**config.mk**
```make
export PLATFORM = sky130hd
export DESIGN_NAME = flowIrqClear
export DESIGN_NICKNAME = d
export VERILOG_FILES = /design/src/rtl/flow_irq_pkg.sv /design/src/rtl/flowIrqCtrl.sv /design/src/rtl/flowIrqFlags.sv /design/src/rtl/flowIrqClear.sv
export SDC_FILE = /design/constraint.sdc
export NUM_CORES = 1
export LEC_CHECK = 0
export ABC_CLOCK_PERIOD_IN_PS = 850
export BUFFER_PORTS_ARGS = -buffer_cell sky130_fd_sc_hd__buf_2
export CORE_AREA = 2 2 39 41
export DETAILED_ROUTE_END_ITERATION = 8
export DIE_AREA = 0 0 41 43
export HOLD_SLACK_MARGIN = 0.1
export SETUP_SLACK_MARGIN = 0.15
export SLEW_MARGIN = 15
export SYNTH_ARGS = -nofsm -noshare
export SYNTH_HDL_FRONTEND = slang
export SYNTH_HIERARCHICAL = 1
export SYNTH_SLANG_ARGS = --single-unit
```
**constraint.sdc**
```tcl
create_clock -name clk -period 0.85 [get_ports clk]
set_input_delay 0.17 -clock clk [delete_from_list [all_inputs] [get_ports clk]]
set_output_delay 0.17 -clock clk [all_outputs]
set_load 0.01 [all_outputs]
```
**src/rtl/flow_irq_pkg.sv**
```systemverilog
package flow_irq_pkg;
  localparam int FLAG_COUNT   = 3;
  localparam int FLAG_XON     = 0;
  localparam int FLAG_XOFF    = 1;
  localparam int FLAG_SPECIAL = 2;

  // Strobes from control to flag datapath: one set and one clear per flag.
  typedef struct packed {
    logic [FLAG_COUNT-1:0] set;
    logic [FLAG_COUNT-1:0] clr;
  } flagStrobes_t;
endpackage

```
**src/rtl/flowIrqCtrl.sv**
```systemverilog
module flowIrqCtrl
  import flow_irq_pkg::*;
(
  input  logic         rxValid,
  input  logic         isXon,
  input  logic         isXoff,
  input  logic         isSpecial,
  input  logic         isrRead,
  input  logic         clearMode,
  output flagStrobes_t strobes
);
  logic [FLAG_COUNT-1:0] matchVec;
  logic [FLAG_COUNT-1:0] selfClr;
  logic                  selfClrAllowed;

  always_comb begin
    matchVec               = '0;
    matchVec[FLAG_XON]     = isXon;
    matchVec[FLAG_XOFF]    = isXoff;
    matchVec[FLAG_SPECIAL] = isSpecial;

    selfClrAllowed = ~clearMode & rxValid;

    // Xon never self-clears; Xoff drops on a received Xon; special drops on any character.
    selfClr               = '0;
    selfClr[FLAG_XOFF]    = selfClrAllowed & isXon;
    selfClr[FLAG_SPECIAL] = selfClrAllowed;

    strobes.set = rxValid ? matchVec : '0;
    strobes.clr = {FLAG_COUNT{isrRead}} | selfClr;
  end
endmodule

```
**src/rtl/flowIrqFlags.sv**
```systemverilog
module flowIrqFlags
  import flow_irq_pkg::*;
#(
  parameter int NUM_FLAGS = FLAG_COUNT
) (
  input  logic                 clk,
  input  logic                 rst,
  input  flagStrobes_t         strobes,
  input  logic [NUM_FLAGS-1:0] enable,
  output logic [NUM_FLAGS-1:0] pending,
  output logic                 irq
);
  for (genvar i = 0; i < NUM_FLAGS; i++) begin : g_flag
    always_ff @(posedge clk) begin
      if (rst)                  pending[i] <= 1'b0;
      else if (strobes.set[i])  pending[i] <= 1'b1;   // set wins over clear
      else if (strobes.clr[i])  pending[i] <= 1'b0;
    end
  end

  assign irq = |(pending & enable);
endmodule

```
**src/rtl/flowIrqClear.sv**
```systemverilog
module flowIrqClear
  import flow_irq_pkg::*;
(
  input  logic clk,
  input  logic rst,
  input  logic rxValid,
  input  logic isXon,
  input  logic isXoff,
  input  logic isSpecial,
  input  logic isrRead,
  input  logic clearMode,
  input  logic enXon,
  input  logic enXoff,
  input  logic enSpecial,
  output logic xonPending,
  output logic xoffPending,
  output logic specialPending,
  output logic irq
);
  flagStrobes_t          strobes;
  logic [FLAG_COUNT-1:0] enableVec;
  logic [FLAG_COUNT-1:0] pendingVec;

  always_comb begin
    enableVec               = '0;
    enableVec[FLAG_XON]     = enXon;
    enableVec[FLAG_XOFF]    = enXoff;
    enableVec[FLAG_SPECIAL] = enSpecial;
  end

  flowIrqCtrl u_ctrl (
    .rxValid  (rxValid),
    .isXon    (isXon),
    .isXoff   (isXoff),
    .isSpecial(isSpecial),
    .isrRead  (isrRead),
    .clearMode(clearMode),
    .strobes  (strobes)
  );

  flowIrqFlags #(.NUM_FLAGS(FLAG_COUNT)) u_flags (
    .clk    (clk),
    .rst    (rst),
    .strobes(strobes),
    .enable (enableVec),
    .pending(pendingVec),
    .irq    (irq)
  );

  assign xonPending     = pendingVec[FLAG_XON];
  assign xoffPending    = pendingVec[FLAG_XOFF];
  assign specialPending = pendingVec[FLAG_SPECIAL];
endmodule

```
==> results.cfg <==
[clock_network]
clk_latency_ns = 0.23
cts_sinks = 3
cts_buffer_depth = 2
htreeDepth = 1
cts_made_buffers = 3
clk_pin_slew_ns = 0.04
clockRootBuffer = clkbuf_4
cts_tree = built
postCtsHoldBufs = 0

[worst_hold_path]
hold_end = u_flags/pending[0]$_SDFFE_PP0P_
min_from = rst
hp-class = input port to flop
hold_path_depth = 2

[power]
intPower_mw = 0.3946
peakVddDrop_uv = 239.4
switchingPower_mw = 0.1177
pwr-share-comb = 0.210
p_seq_frac = 0.303
p_sw_frac = 0.2297
powerDensity_nw_per_um2 = 1468
power.leakage_nw = 0.1810
p_clk_frac = 0.487

[floorplan]
die_w_um = 41
die_area_um2 = 1763
die_y_um = 43
fp.coreArea_um2 = 1384
initial_core_util = 0.1193
io_pins = 15
rows = 14

[setup_path]
r2r_end = u_flags/pending[0]$_SDFFE_PP0P_
rrSetupSlack_ns = 0.10
critPathArrivalTime_ns = 1.03
rr_worst_depth = 4
crit_slowest_cell = dfxtp_2
crit_path_end_kind = output pin
rr_startpoint = u_flags/pending[0]$_SDFFE_PP0P_
slowest_delay_ns = 0.31
start_kind = flop
critPathKind = flop to output pin
path_max_fanout = 2
cpLargestDelayFamily = flip-flops
crit_required_ns = 0.68
crit_chain = a222oi_1, inv_1, buf_2
crit_buf_inv = 2

[layout]
nets = 54
diodes = 0
largest_register = u_flags/pending
largestRegisters = u_flags/pending x3
syn_to_final_growth_pct = 111.4
layout_commonest_cell = buf_2
layout-drive-gt1-share = 0.6190
final_cell_mix = buf_2, buf_6, inv_1
largest_register_ffs = 3
final_util = 0.2523

[synth]
synth_area_leader_cell = dfxtp_1
yosysWarnings = 6
synth_cells = 21
synth_nets = 32
synth_area_leaders = dfxtp_1, and2_1, inv_1, nand2b_1, a21oi_1
ys_seq_elements = 3
syn_area_um2 = 165.2
ys_types = 9
seq_area_frac_synth = 0.3636
syn_area_per_cell_um2 = 7.865
synth_top_area_frac = 0.3636

[placed_design]
io_buffers = 14
pre_cts_ws_ns = -0.1113
gp_congestion = 0.5499

[grt]
grt_max_degree = 6
grt_pass1_wl_um = 683
antenna_found_initial = 0
globalRouteTotalUtil = 0.06112
grt.overflow.total = 0
grt_pass1_vias = 225

[sta]
grt_setup_unrepaired = true
setup_viol = 4
post-route-period-util = 1.411
max_freq_mhz = 834.0
drv_slew = 0
max_slew_margin = 0.8278
worstMarginPinSlew_ns = 0.2582
min_period_ns = 1.199
skew_ns = 0
hold_viol = 0
worst_slack_ns = -0.3490

[routing]
ant_nets = 0
viasPerCell = 3.707
drcViolationCount = 0
wl_per_cell_um = 8.000
vias = 215
drt_iter0_markers = 6
dr.pass1.iters = 4
drt-total-wl_um = 464

[status]
outcome = finished with violations
failed_checks = negative setup slack

[job]
cap_violations = 0
-- logic make-up (layout without fill, tap and decap cells) --
kind of cell,count (synthesis),in the layout,share of synthesized area
buf+inv,6,27,0.1591
compound gates,6,6,0.2500
flops,3,3,0.3637
simple gates,6,6,0.2273
-- cell usage after synthesis (all sizes together) --
master,number
a222oi,1
a21o,1
and2,3
buf,1
dfxtp,3
nand2b,3
a31o,1
inv,5
a21oi,3
-- metal layers --
layer | share of wire | global-route usage | wire [um] | vias up
met5 | 0 | 0 | 0 | -
met4 | 0 | 0.1000 | 0 | 0
met3 | 0.073 | 0 | 34 | 0
met2 | 0.62 | 0.1094 | 286 | 7
met1 | 0.31 | 0.03514 | 144 | 100
li1 | - | - | - | 108
-- layout make-up --
type	count	area [um2]
Fill cell	172	1035
Timing Repair Buffer	18	130.1
Multi-Input combinational cell	12	90.09
Sequential cell	3	63.81
Clock buffer	4	26.28
Tap cell	16	20.02
Inverter	5	18.77
-- power groups by stage --
stage                     clock [mW]  combinational, mW  sequential (mW)
final                          0.249              0.108            0.155
after global routing           0.274              0.120            0.156
after CTS                      0.263             0.0980            0.155
after detailed placement           0             0.0849            0.155
after global placement             0             0.0838            0.155
after floorplan                    0             0.0306            0.160
-- worst register-to-register path: stages (launching register included) --
cell and delay (ns):
dfxtp_2 0.31, buf_4 0.12, buf_6 0.11, nand2b_4 0.05, a21oi_2 0.04
-- worst max path at each step --
stage / to / from / cells past startpoint / slack, ns
2_1_floorplan: irq / u_flags/pending[0]$_SDFFE_PP0P_ / 2 / -0.06
3_3_place_gp: irq / u_flags/pending[0]$_SDFFE_PP0P_ / 3 / -0.11
3_5_place_dp: irq / u_flags/pending[0]$_SDFFE_PP0P_ / 3 / -0.11
4_1_cts: irq / u_flags/pending[0]$_SDFFE_PP0P_ / 3 / -0.37
5_1_grt: irq / u_flags/pending[0]$_SDFFE_PP0P_ / 3 / -0.44
6_report: irq / u_flags/pending[0]$_SDFFE_PP0P_ / 3 / -0.35
-- metrics by stage --
stage	std cells	TNS, ns	total power [mW]	hold WS [ns]	instance area (um2)
after CTS	57	-0.6604	0.5161	0.1127	325.3
after detailed placement	53	-0.1113	0.2400	0.3699	270.3
final	58	-0.7169	0.5123	0.1238	349.1
after floorplan	21	-0.05836	0.1905	0.2391	165.2
after global routing	58	-0.8894	0.5497	0.1243	349.1
after global placement	53	-0.1119	0.2386	0.3670	270.3
-- what timing repair did --
| item | in CTS | in global routing |
|---|---|---|
| resized for setup | 7 | 4 |
| pin swaps | 1 | 1 |
| endpoints found under the setup margin | 5 | 6 |
| setup buffers | 0 | 1 |
Note: power is estimated with default switching activity, not from simulation.
